--- src/rtl/stx_pkg.sv ---
package stx_pkg;

  typedef enum logic [1:0] {
    LS_INV = 2'd0,
    LS_SHD = 2'd1,
    LS_MOD = 2'd2
  } line_st_e;

  typedef enum logic [2:0] {
    OP_READ   = 3'd0,
    OP_WRITE  = 3'd1,
    OP_BEGIN  = 3'd2,
    OP_COMMIT = 3'd3,
    OP_ABORT  = 3'd4
  } cpu_op_e;

endpackage

--- src/rtl/stx_data_ram.sv ---
module stx_data_ram #(
  parameter int LINES  = 16,
  parameter int DATA_W = 8,
  localparam int IDX_W = $clog2(LINES)
) (
  input  logic              clk,
  input  logic              we,
  input  logic [IDX_W-1:0]  waddr,
  input  logic [DATA_W-1:0] wdata,
  input  logic [IDX_W-1:0]  raddr,
  output logic [DATA_W-1:0] rdata
);

  logic [DATA_W-1:0] mem_q [LINES];

  // Simple dual-port storage with a registered read port.
  always_ff @(posedge clk) begin
    if (we) mem_q[waddr] <= wdata;
    rdata <= mem_q[raddr];
  end

endmodule

--- src/rtl/stx_line_table.sv ---
module stx_line_table
  import stx_pkg::*;
#(
  parameter int LINES = 16,
  parameter int TAG_W = 4,
  localparam int IDX_W = $clog2(LINES)
) (
  input  logic             clk,
  input  logic             rst,
  input  logic [IDX_W-1:0] rd_idx,
  output logic [TAG_W-1:0] rd_tag,
  output line_st_e         rd_st,
  output logic             rd_spec,
  input  logic             wr_en,
  input  logic [IDX_W-1:0] wr_idx,
  input  logic [TAG_W-1:0] wr_tag,
  input  line_st_e         wr_st,
  input  logic             wr_spec,
  input  logic             gang_commit,
  input  logic             gang_abort,
  output logic [LINES-1:0] dirty_vec
);

  logic [LINES-1:0][1:0]       st_all;
  logic [LINES-1:0]            spec_all;
  logic [LINES-1:0][TAG_W-1:0] tag_all;

  for (genvar g = 0; g < LINES; g++) begin : g_line
    line_st_e         st_r;
    logic             spec_r;
    logic [TAG_W-1:0] tag_r;

    always_ff @(posedge clk) begin
      if (rst) begin
        st_r   <= LS_INV;
        spec_r <= 1'b0;
      end else if (wr_en && wr_idx == IDX_W'(g)) begin
        st_r   <= wr_st;
        spec_r <= wr_spec;
      end else if (gang_abort && spec_r) begin
        st_r   <= LS_INV;
        spec_r <= 1'b0;
      end else if (gang_commit) begin
        spec_r <= 1'b0;
      end
    end

    always_ff @(posedge clk) begin
      if (wr_en && wr_idx == IDX_W'(g)) tag_r <= wr_tag;
    end

    assign st_all[g]    = st_r;
    assign spec_all[g]  = spec_r;
    assign tag_all[g]   = tag_r;
    assign dirty_vec[g] = (st_r == LS_MOD);
  end

  assign rd_st   = line_st_e'(st_all[rd_idx]);
  assign rd_spec = spec_all[rd_idx];
  assign rd_tag  = tag_all[rd_idx];

endmodule

--- src/rtl/spec_tx_cache.sv ---
module spec_tx_cache
  import stx_pkg::*;
#(
  parameter int ADDR_W = 8,
  parameter int DATA_W = 8,
  parameter int LINES  = 16
) (
  input  logic              clk,
  input  logic              rst,
  input  logic              req_valid,
  input  logic [2:0]        req_op,
  input  logic [ADDR_W-1:0] req_addr,
  input  logic [DATA_W-1:0] req_wdata,
  output logic              req_ready,
  output logic              resp_valid,
  output logic [DATA_W-1:0] resp_rdata,
  output logic              tx_active,
  output logic              tx_abort,
  output logic              bus_req,
  output logic              bus_own,
  output logic [ADDR_W-1:0] bus_addr,
  input  logic              bus_ack,
  input  logic              bus_conflict,
  output logic              mem_rd,
  output logic              mem_wr,
  output logic [ADDR_W-1:0] mem_addr,
  output logic [DATA_W-1:0] mem_wdata,
  input  logic [DATA_W-1:0] mem_rdata,
  input  logic              mem_ack
);

  localparam int IDX_W = $clog2(LINES);
  localparam int TAG_W = ADDR_W - IDX_W;

  typedef enum logic [2:0] {
    S_IDLE, S_LOOK, S_EVICT, S_BUS, S_FILL, S_SCAN, S_FLWB, S_FLWAIT
  } fsm_e;

  fsm_e              state;
  cpu_op_e           op_q;
  logic [ADDR_W-1:0] addr_q;
  logic [DATA_W-1:0] wdata_q;
  logic [IDX_W-1:0]  fl_idx;

  logic [IDX_W-1:0]  addr_idx;
  logic [TAG_W-1:0]  addr_tag;
  assign addr_idx = addr_q[IDX_W-1:0];
  assign addr_tag = addr_q[ADDR_W-1:IDX_W];

  // Line table and data storage
  logic [IDX_W-1:0]  lt_ri, lt_wi, ram_ra;
  logic [TAG_W-1:0]  rd_tag, lt_tag;
  line_st_e          rd_st, lt_st;
  logic              rd_spec, lt_spec, lt_we;
  logic              gang_c, gang_a;
  logic [LINES-1:0]  dirty_vec;
  logic              ram_we;
  logic [DATA_W-1:0] ram_wd, ram_q;

  stx_line_table #(.LINES(LINES), .TAG_W(TAG_W)) u_tbl (
    .clk(clk), .rst(rst),
    .rd_idx(lt_ri), .rd_tag(rd_tag), .rd_st(rd_st), .rd_spec(rd_spec),
    .wr_en(lt_we), .wr_idx(lt_wi), .wr_tag(lt_tag), .wr_st(lt_st),
    .wr_spec(lt_spec), .gang_commit(gang_c), .gang_abort(gang_a),
    .dirty_vec(dirty_vec)
  );

  stx_data_ram #(.LINES(LINES), .DATA_W(DATA_W)) u_ram (
    .clk(clk), .we(ram_we), .waddr(lt_wi), .wdata(ram_wd),
    .raddr(ram_ra), .rdata(ram_q)
  );

  // Lowest-numbered dirty line, used by the begin-time flush
  logic [IDX_W-1:0] fd_idx;
  always_comb begin
    fd_idx = '0;
    for (int i = LINES - 1; i >= 0; i--) begin
      if (dirty_vec[i]) fd_idx = IDX_W'(i);
    end
  end

  logic flushing;
  assign flushing = (state == S_FLWB) || (state == S_FLWAIT);
  assign lt_ri    = flushing ? fl_idx : addr_idx;

  always_comb begin
    case (state)
      S_IDLE:  ram_ra = req_addr[IDX_W-1:0];
      S_SCAN:  ram_ra = fd_idx;
      default: ram_ra = addr_idx;
    endcase
  end

  logic hit, is_acc, victim_spec, look_abort, bus_abort;
  assign hit         = (rd_st != LS_INV) && (rd_tag == addr_tag);
  assign is_acc      = (op_q == OP_READ) || (op_q == OP_WRITE);
  assign victim_spec = (rd_st != LS_INV) && rd_spec;
  assign look_abort  = is_acc && !hit && victim_spec && tx_active;
  assign bus_abort   = bus_ack && bus_conflict && tx_active;

  // Table and RAM write controls
  always_comb begin
    lt_we   = 1'b0;
    lt_wi   = addr_idx;
    lt_tag  = addr_tag;
    lt_st   = LS_INV;
    lt_spec = 1'b0;
    ram_we  = 1'b0;
    ram_wd  = wdata_q;
    gang_c  = 1'b0;
    gang_a  = 1'b0;
    case (state)
      S_LOOK: begin
        if (op_q == OP_COMMIT) gang_c = tx_active;
        if (op_q == OP_ABORT)  gang_a = tx_active;
        if (look_abort)        gang_a = 1'b1;
        if (op_q == OP_WRITE && hit && rd_st == LS_MOD) begin
          lt_we   = 1'b1;
          lt_st   = LS_MOD;
          lt_spec = rd_spec | tx_active;
          ram_we  = 1'b1;
        end
      end
      S_BUS: begin
        if (bus_abort) begin
          gang_a = 1'b1;
        end else if (bus_ack && op_q == OP_WRITE) begin
          lt_we   = 1'b1;
          lt_st   = LS_MOD;
          lt_spec = tx_active;
          ram_we  = 1'b1;
        end
      end
      S_FILL: begin
        if (mem_ack) begin
          lt_we  = 1'b1;
          lt_st  = LS_SHD;
          ram_we = 1'b1;
          ram_wd = mem_rdata;
        end
      end
      S_FLWAIT: begin
        if (mem_ack) begin
          lt_we  = 1'b1;
          lt_wi  = fl_idx;
          lt_tag = rd_tag;
          lt_st  = LS_SHD;
        end
      end
      default: ;
    endcase
  end

  assign req_ready = (state == S_IDLE);

  // Sequencer and registered outputs
  always_ff @(posedge clk) begin
    if (rst) begin
      state      <= S_IDLE;
      op_q       <= OP_READ;
      addr_q     <= '0;
      wdata_q    <= '0;
      fl_idx     <= '0;
      resp_valid <= 1'b0;
      resp_rdata <= '0;
      tx_active  <= 1'b0;
      tx_abort   <= 1'b0;
      bus_req    <= 1'b0;
      bus_own    <= 1'b0;
      bus_addr   <= '0;
      mem_rd     <= 1'b0;
      mem_wr     <= 1'b0;
      mem_addr   <= '0;
      mem_wdata  <= '0;
    end else begin
      resp_valid <= 1'b0;
      tx_abort   <= 1'b0;
      case (state)
        S_IDLE: begin
          if (req_valid) begin
            op_q    <= cpu_op_e'(req_op);
            addr_q  <= req_addr;
            wdata_q <= req_wdata;
            state   <= S_LOOK;
          end
        end
        S_LOOK: begin
          if (op_q == OP_BEGIN) begin
            if (tx_active) begin
              resp_valid <= 1'b1;
              state      <= S_IDLE;
            end else begin
              state <= S_SCAN;
            end
          end else if (!is_acc) begin
            tx_active  <= 1'b0;
            resp_valid <= 1'b1;
            state      <= S_IDLE;
          end else if (hit && (op_q == OP_READ || rd_st == LS_MOD)) begin
            resp_rdata <= ram_q;
            resp_valid <= 1'b1;
            state      <= S_IDLE;
          end else if (look_abort) begin
            tx_active  <= 1'b0;
            tx_abort   <= 1'b1;
            resp_valid <= 1'b1;
            state      <= S_IDLE;
          end else if (!hit && rd_st == LS_MOD) begin
            mem_wr    <= 1'b1;
            mem_addr  <= {rd_tag, addr_idx};
            mem_wdata <= ram_q;
            state     <= S_EVICT;
          end else begin
            bus_req  <= 1'b1;
            bus_own  <= (op_q == OP_WRITE);
            bus_addr <= addr_q;
            state    <= S_BUS;
          end
        end
        S_EVICT: begin
          if (mem_ack) begin
            mem_wr   <= 1'b0;
            bus_req  <= 1'b1;
            bus_own  <= (op_q == OP_WRITE);
            bus_addr <= addr_q;
            state    <= S_BUS;
          end
        end
        S_BUS: begin
          if (bus_ack) begin
            bus_req <= 1'b0;
            if (bus_abort) begin
              tx_active  <= 1'b0;
              tx_abort   <= 1'b1;
              resp_valid <= 1'b1;
              state      <= S_IDLE;
            end else if (op_q == OP_READ) begin
              mem_rd   <= 1'b1;
              mem_addr <= addr_q;
              state    <= S_FILL;
            end else begin
              resp_valid <= 1'b1;
              state      <= S_IDLE;
            end
          end
        end
        S_FILL: begin
          if (mem_ack) begin
            mem_rd     <= 1'b0;
            resp_rdata <= mem_rdata;
            resp_valid <= 1'b1;
            state      <= S_IDLE;
          end
        end
        S_SCAN: begin
          if (dirty_vec == '0) begin
            tx_active  <= 1'b1;
            resp_valid <= 1'b1;
            state      <= S_IDLE;
          end else begin
            fl_idx <= fd_idx;
            state  <= S_FLWB;
          end
        end
        S_FLWB: begin
          mem_wr    <= 1'b1;
          mem_addr  <= {rd_tag, fl_idx};
          mem_wdata <= ram_q;
          state     <= S_FLWAIT;
        end
        S_FLWAIT: begin
          if (mem_ack) begin
            mem_wr <= 1'b0;
            state  <= S_SCAN;
          end
        end
        default: state <= S_IDLE;
      endcase
    end
  end

endmodule

--- config.mk ---
export PLATFORM = sky130hd
export DESIGN_NAME = spec_tx_cache
export DESIGN_NICKNAME = d
export VERILOG_FILES = /design/src/rtl/stx_pkg.sv /design/src/rtl/stx_data_ram.sv /design/src/rtl/stx_line_table.sv /design/src/rtl/spec_tx_cache.sv
export SDC_FILE = /design/constraint.sdc
export NUM_CORES = 1
export LEC_CHECK = 0
export BUFFER_PORTS_ARGS = -buffer_cell sky130_fd_sc_hd__buf_2
export CELL_PAD_IN_SITES_DETAIL_PLACEMENT = 1
export CELL_PAD_IN_SITES_GLOBAL_PLACEMENT = 1
export CORE_MARGIN = 5
export CORE_UTILIZATION = 38
export CTS_BUF_LIST = sky130_fd_sc_hd__clkbuf_4 sky130_fd_sc_hd__clkbuf_8
export DETAILED_ROUTE_END_ITERATION = 8
export HOLD_SLACK_MARGIN = 0.08
export PLACE_DENSITY_LB_ADDON = 0.1
export SLEW_MARGIN = 10
export SYNTH_ARGS = -nofsm -noshare
export SYNTH_HDL_FRONTEND = slang
export SYNTH_SLANG_ARGS = --single-unit
export TNS_END_PERCENT = 5
--- constraint.sdc ---
create_clock -name clk -period 5.2 [get_ports clk]
set_input_delay 1.3 -clock clk [delete_from_list [all_inputs] [get_ports clk]]
set_output_delay 1.3 -clock clk [all_outputs]
set_load 0.005 [all_outputs]
* Word level (Yosys, flattened, before mapping) *
Memories as Yosys holds them, arrays and structs flattened. A register that Yosys moved wholly into a read port is not among the register bits.
Cells that the tools add are included.

word-level totals
  register bits = 177
  memory bits (writable) = 128
  bits of input ports = 33
  memories = 1

memories
  memory       words  width  rd ports  clocked after Yosys merged registers in  write ports  RTL line            text
  u_ram.mem_q  16     8      1         1                                        1            stx_data_ram.sv:14  logic [DATA_W-1:0] mem_q [LINES];

cells by class
  order comparisons = 1
  equal/unequal tests = 63
  multiplexer cells = 209
  bitwise gates (word level) = 2
  reductions and logical operators = 106

operators by type and width
  kind                                                              count
  8-bit 2-to-1 mux                                                  25
  1-bit 2-to-1 mux                                                  92
  4-bit 2-to-1 mux                                                  22
  2-bit 2-to-1 mux                                                  39
  3-bit nonzero test                                                20
  8-bit case mux with 2 select lines                                3
  1-bit logical AND                                                 44
  2-bit nonzero test                                                21
  2-bit == test (second input constant)                             17
  4-bit == test (second input constant)                             8
  2-bit != test (second input constant)                             16
  3-bit 2-to-1 mux                                                  10
  3-bit case mux with 8 select lines                                1
  8-bit case mux with 3 select lines                                1
  7-bit AND reduction                                               3
  4-bit binary-select mux with 4-bit select                         1
  4-bit by 3-bit == test with 1-bit output (second input constant)  4
  16-bit zero test                                                  1
  3-bit == test (second input constant)                             5
  1-bit case mux with 3 select lines                                5
  5-bit AND reduction                                               3
  3-bit by 2-bit == test with 1-bit output (second input constant)  4
  1-bit case mux with 2 select lines                                5
  9-bit AND reduction                                               1
  other kinds (22)                                                  30

* Depth between registers and ports, before layout *
  word-level depth = 18
  gate-level depth with buffers = 16
  gate-level depth less buffers = 11

* Hierarchy *
Synthesis repeated with hierarchy kept, for this count alone.

second synthesis, totals
  cell total of the unflattened synthesis = 1081
  area total of the unflattened synthesis = 13937.1 µm²

by module, submodules not included
  module          times used  cells an instance  area each (µm²)  sequential area each (µm²)
  stx_data_ram    1           229                5147.4           4003.8
  stx_line_table  1           417                5109.9           2882.8
  spec_tx_cache   1           435                3679.8           1301.2

* Worst setup path after synthesis *
No wires, ideal clock.

  path type = register to register
  start = register state[1]
  end = memory u_ram.mem_q[4][0] (enable)
  setup time = 0.370 ns
  arrival time = 3.212 ns
  required time = 4.830 ns
  path slack = 1.618 ns
  cell stages (with the launch flop) = 16
  clock period less this slack = 3.582 ns
  cells stage by stage = dfxtp_1 > buf_2 > a21bo_2 > and2_1 > buf_2 > buf_2 > nand2_1 > a32o_1 > o211a_1 > nor4_2 > and3_1 > nand3_2 > nand2b_1 > a31oi_1 > buf_2 > nor2_1

on the way
  word-level cells in the longest chain between the ends = 13

ends and longest elaborated chain
  item                                                                                                           RTL line                                    text
  from (decl)                                                                                                    spec_tx_cache.sv:39                         fsm_e state;
  from (signal assigned)                                                                                         spec_tx_cache.sv:159                        state <= S_IDLE;
  from (signal assigned)                                                                                         spec_tx_cache.sv:184                        state <= S_LOOK;
  from (signal assigned)                                                                                         spec_tx_cache.sv:191                        state <= S_IDLE;
  3-bit == test (on tied branches)                                                                               spec_tx_cache.sv:83, spec_tx_cache.sv:112
  1-bit logical OR                                                                                               spec_tx_cache.sv:83                         assign flushing = (state == S_FLWB) || (state == S_FLWAIT);
  4-bit 2-to-1 mux                                                                                               spec_tx_cache.sv:84                         assign lt_ri = flushing ? fl_idx : addr_idx;
  4-bit binary-select mux with 4-bit select / 2-bit binary-select mux with 4-bit select (equally long branches)  stx_line_table.sv:60, stx_line_table.sv:58
  4-bit 2-to-1 mux (implied by the code) / 2-bit 2-to-1 mux (equally long branches)                              stx_line_table.sv:60, stx_line_table.sv:58
  4-bit == test / 2-bit nonzero test (equally long branches)                                                     spec_tx_cache.sv:95                         assign hit = (rd_st != LS_INV) && (rd_tag == addr_tag);
  1-bit logical AND                                                                                              spec_tx_cache.sv:95
  1-bit logical AND (2 in series)                                                                                spec_tx_cache.sv:117                        if (op_q == OP_WRITE && hit && rd_st == LS_MOD) begin
  1-bit 2-to-1 mux                                                                                               spec_tx_cache.sv:117
  1-bit case mux with 3 select lines                                                                             spec_tx_cache.sv:112                        case (state)
  1-bit 2-to-1 mux                                                                                               stx_data_ram.sv:18                          if (we) mem_q[waddr] <= wdata;
  1-bit 2-to-1 mux (implied by the code)                                                                         stx_data_ram.sv:18
  to (decl)                                                                                                      stx_data_ram.sv:14

Several ways; a longest one is shown, not always the timed one. The select of a mux whose other input is x is not followed.

* Final worst setup path *
  start = register addr_q[0]
  end = register u_tbl.g_line[9].st_r[0]

on the way
  word-level cells in the longest chain between the ends = 13

ends and longest elaborated chain
  item                                                                                                           RTL line                                    text
  from (decl)                                                                                                    spec_tx_cache.sv:41                         logic [ADDR_W-1:0] addr_q;
  from (signal assigned)                                                                                         spec_tx_cache.sv:182                        addr_q <= req_addr;
  4-bit 2-to-1 mux                                                                                               spec_tx_cache.sv:84
  4-bit binary-select mux with 4-bit select / 2-bit binary-select mux with 4-bit select (equally long branches)  stx_line_table.sv:60, stx_line_table.sv:58
  4-bit 2-to-1 mux (implied by the code) / 2-bit 2-to-1 mux (equally long branches)                              stx_line_table.sv:60, stx_line_table.sv:58
  4-bit == test / 2-bit nonzero test (equally long branches)                                                     spec_tx_cache.sv:95, spec_tx_cache.sv:97
  1-bit logical AND                                                                                              spec_tx_cache.sv:95
  1-bit zero test                                                                                                spec_tx_cache.sv:98                         assign look_abort = is_acc && !hit && victim_spec && tx_active;
  1-bit logical AND (3 in series)                                                                                spec_tx_cache.sv:98
  1-bit 2-to-1 mux                                                                                               spec_tx_cache.sv:116                        if (look_abort) gang_a = 1'b1;
  1-bit case mux with 2 select lines                                                                             spec_tx_cache.sv:112
  1-bit logical AND                                                                                              stx_line_table.sv:40                        end else if (gang_abort && spec_r) begin
  2-bit nonzero test (no source line)                                                                            -
  to (signal assigned)                                                                                           stx_line_table.sv:38                        st_r <= wr_st;
  to (decl)                                                                                                      stx_line_table.sv:29                        line_st_e st_r;

Several ways; a longest one is shown, not always the timed one. The select of a mux whose other input is x is not followed.
A chain may end at the register's enable or synchronous reset.

==> results.sh <==
export IMPL_io_pins=73
export IMPL_period_needed_ps=4847
export IMPL_max_stage_delay_ps=1100
export IMPL_yosys_warnings=0
export IMPL_r2r_start="addr_q[0]$_SDFFE_PP0P_"
export IMPL_drive_gt1_share_pct=16.44
export IMPL_via_per_inst=5.682
export IMPL_core_area_sq_um=36520
export IMPL_timing_fmax_mhz=206.3
export IMPL_ant_nets=0
export IMPL_yosysSeqAreaShare_pct=58.28
export IMPL_finalClockSkew_ps=30.13
export IMPL_hold_depth=2
export IMPL_routabilityCongestion=0.8289
export IMPL_drv_slew=0
export IMPL_yosysTopAreaCellShare_pct=41.04
export IMPL_period_share_pct=93.21
export IMPL_ir_worst_vdd_mv=0.1809
export IMPL_start_kind="register"
export IMPL_setup_violations=0
export IMPL_hold_viol_final=0
export IMPL_power_leakage_nw=5.762
export IMPL_drt_total_wl_mm=43.85
export IMPL_cp_common_cell="a211oi_1"
export IMPL_route_vias_total=10610
export IMPL_slew_headroom_pct=11.12
export IMPL_holdCritStartpoint="wdata_q[2]$_SDFFE_PP0P_"
export IMPL_n_antenna_cell=0
export IMPL_root_buffer="clkbuf_8"
export IMPL_start_util_pct=38.47
export IMPL_final_common_cell="nand2_1"
export IMPL_async_reset_ff_share_pct=0
export IMPL_htreeDepth=2
export IMPL_synthFlopType="edfxtp_1"
export IMPL_worstPathCellList="a21bo_2, nand2_2, buf_4, mux2i_1, o22ai_1, or4_4, xor2_1, nor2_4, nand3_2, a211oi_1, a211oi_1, a2bb2o_1"
export IMPL_hold_path_class="reg2reg"
export IMPL_power_per_cell_area_nw_per_um2=468.2
export IMPL_cts_hold_fix_buffers=0
export IMPL_synth_area_leader_cell="edfxtp_1"
export IMPL_grt_total_usage_pct=21.11
export IMPL_cts_made_buffers=54
export IMPL_rsz0062_at_grt="no"
export IMPL_postCtsSetupBuffers=0
export IMPL_place_area_sq_um=14930
export IMPL_crit_arrival_ps=5370
export IMPL_holdPathEnd="wdata_q[2]$_SDFFE_PP0P_"
export IMPL_nNetsFinal=1393
export IMPL_synth_edff_count=192
export IMPL_rows=70
export IMPL_setup_tns_ps=0
export IMPL_reg2reg_to="u_tbl.g_line[9].st_r[0]$_SDFFE_PP0P_"
export IMPL_syn_nets=1313
export IMPL_ys_types=73
export IMPL_firstDrtPassIters=5
export IMPL_outcome="finished clean"
export IMPL_port_buffers=72
export IMPL_ys_ff_latch=313
export IMPL_ys_top_cells_by_area="edfxtp_1 (41%), dfxtp_1 (17%), mux2i_1 (6.1%), nand2_1 (5.3%), a211oi_1 (3.7%)"
export IMPL_slowest_stage="a211oi_1"
export IMPL_wl_per_cell_um=23.48
export IMPL_netlist_instances=1280
export IMPL_tritoncts="done"
export IMPL_cts_clk_slew_worst_paths_ps=60
export IMPL_drt_iter0_drc=646
export IMPL_fin_area_sq_um=16060
export IMPL_cts_resized=0
export IMPL_insertion_delay_ps=640
export IMPL_grt_antenna_before_repair=0
export IMPL_end_kind="register"
export IMPL_grt_first_pass_wirelength_mm=67.72
export IMPL_num_fill_cells=3943
export IMPL_r2r_setup_slack_ps=350
export IMPL_final_cell_mix="nand2_1 (198), edfxtp_1 (192), dfxtp_1 (121), nor2_1 (100), mux2i_1 (85)"
export IMPL_clock_sinks=313
export IMPL_die_area_sq_um=40920
export IMPL_cts_buffer_depth=3
export IMPL_grt_overflow=0
export IMPL_drc=0
export IMPL_drv_cap=0
export IMPL_die_y_um=202.3
export IMPL_synth_area_per_cell_sq_um=10.98
export IMPL_worst_slew_pin_transition_ps=1325
export IMPL_grt_pass1_vias=11010
export IMPL_hpwl_mm=30.85
export IMPL_reg2reg_depth=12
export IMPL_grt_max_degree=65
export IMPL_area_delta_synth_final_pct=14.33
export IMPL_syn_area_sq_um=14050
export IMPL_cp_data_required_time_ps=5720
export IMPL_critPathKind="reg2reg"
export IMPL_fp_dieW_um=202.3
export IMPL_cp_max_fo=23
==> through the flow <==
step                      total power, mW  utilization, %  setup WS, ps  std cells  hold slack [ps]
after floorplan                     4.459               -          1618       1280            436.6
after global placement              5.207           40.89         498.1       1772            446.1
after detailed placement            5.245           40.89         471.7       1772            452.6
after CTS                           7.602           43.98         439.6       1867            461.8
after global routing                7.937           43.98         124.9       1867            484.3
final                               7.520           43.98         352.9       1867            461.2
==> kinds of logic after synthesis <==
group	Yosys count	share of synthesized area [%]
mux	92	6.697
xor+xnor	3	0.1870
simple gates	451	14.92
flops	313	58.28
buf+inv	92	2.859
compound gates	329	17.06
==> sequential cells by signal, summed over array words and instances (netlist names), 3 cells and up <==
| name | count |
|---|---|
| u_ram.mem_q | 128 |
| u_tbl.g_line.tag_r | 64 |
| u_tbl.g_line.st_r | 32 |
| u_tbl.g_line.spec_r | 16 |
| addr_q | 8 |
| bus_addr | 8 |
| mem_addr | 8 |
| mem_wdata | 8 |
| resp_rdata | 8 |
| u_ram.rdata | 8 |
| wdata_q | 8 |
| fl_idx | 4 |
| op_q | 3 |
| state | 3 |
==> Yosys cell counts, types with 16 or more instances <==
cell	number
nor2_1	100
and2_1	32
o21ai_0	31
a2bb2o_1	22
a21oi_1	65
a31oi_1	21
nand2_1	198
a211oi_1	69
clkbuf_1	60
edfxtp_1	192
o22ai_1	18
nand2b_1	35
nor2b_1	16
mux2i_1	85
dfxtp_1	121
==> layout make-up <==
class / count / area [sq um] / area share (%)
Sequential cell: 313 / 8188 / 50.97
Multi-Input combinational cell: 875 / 5495 / 34.21
Clock buffer: 84 / 1044 / 6.496
Timing Repair Buffer: 109 / 638.1 / 3.973
Tap cell: 468 / 585.6 / 3.645
Clock inverter: 11 / 86.33 / 0.5375
Inverter: 7 / 26.28 / 0.1636
==> how the worst max path moves through the flow <==
stage                      startpoint                              endpoint  slack, ps  cells after the start
2_1_floorplan   state[1]$_SDFFE_PP0P_           u_ram.mem_q[4][0]$_DFFE_PP_       1620                     15
3_3_place_gp                  mem_ack  u_tbl.g_line[9].st_r[0]$_SDFFE_PP0P_        500                      7
3_5_place_dp   addr_q[0]$_SDFFE_PP0P_  u_tbl.g_line[9].st_r[1]$_SDFFE_PP0P_        470                     12
4_1_cts        addr_q[0]$_SDFFE_PP0P_  u_tbl.g_line[9].st_r[0]$_SDFFE_PP0P_        440                     12
5_1_grt        addr_q[0]$_SDFFE_PP0P_                 resp_valid$_SDFF_PP0_        120                     12
6_report       addr_q[0]$_SDFFE_PP0P_  u_tbl.g_line[9].st_r[0]$_SDFFE_PP0P_        350                     12
==> where the power goes <==
part | leakage (nW) | internal, mW | switching, mW | total, mW
Clock | 0.605 | 1.32 | 1.01 | 2.33
Sequential | 2.75 | 2.84 | 0.148 | 2.99
Combinational | 2.41 | 0.739 | 1.46 | 2.19
==> worst max-delay path, delay by kind of cell, from the launching register on <==
kind,cells,cell delay (ps)
mux,1,200
buf+inv,1,300
simple gates,4,1480
flops,1,580
compound gates,5,1970
xor+xnor,1,190
==> per-layer routing <==
layer  part of all wire [%]  GRT usage (%)  vias to the layer above
li1                       -              -                     4957
met1                     49          30.87                     5299
met2                     44          32.08                      283
met3                    5.0          3.834                       69
met4                    2.3          6.353                        0
met5                      0              0                        -
No activity file was read; power rests on OpenSTA's default activity.
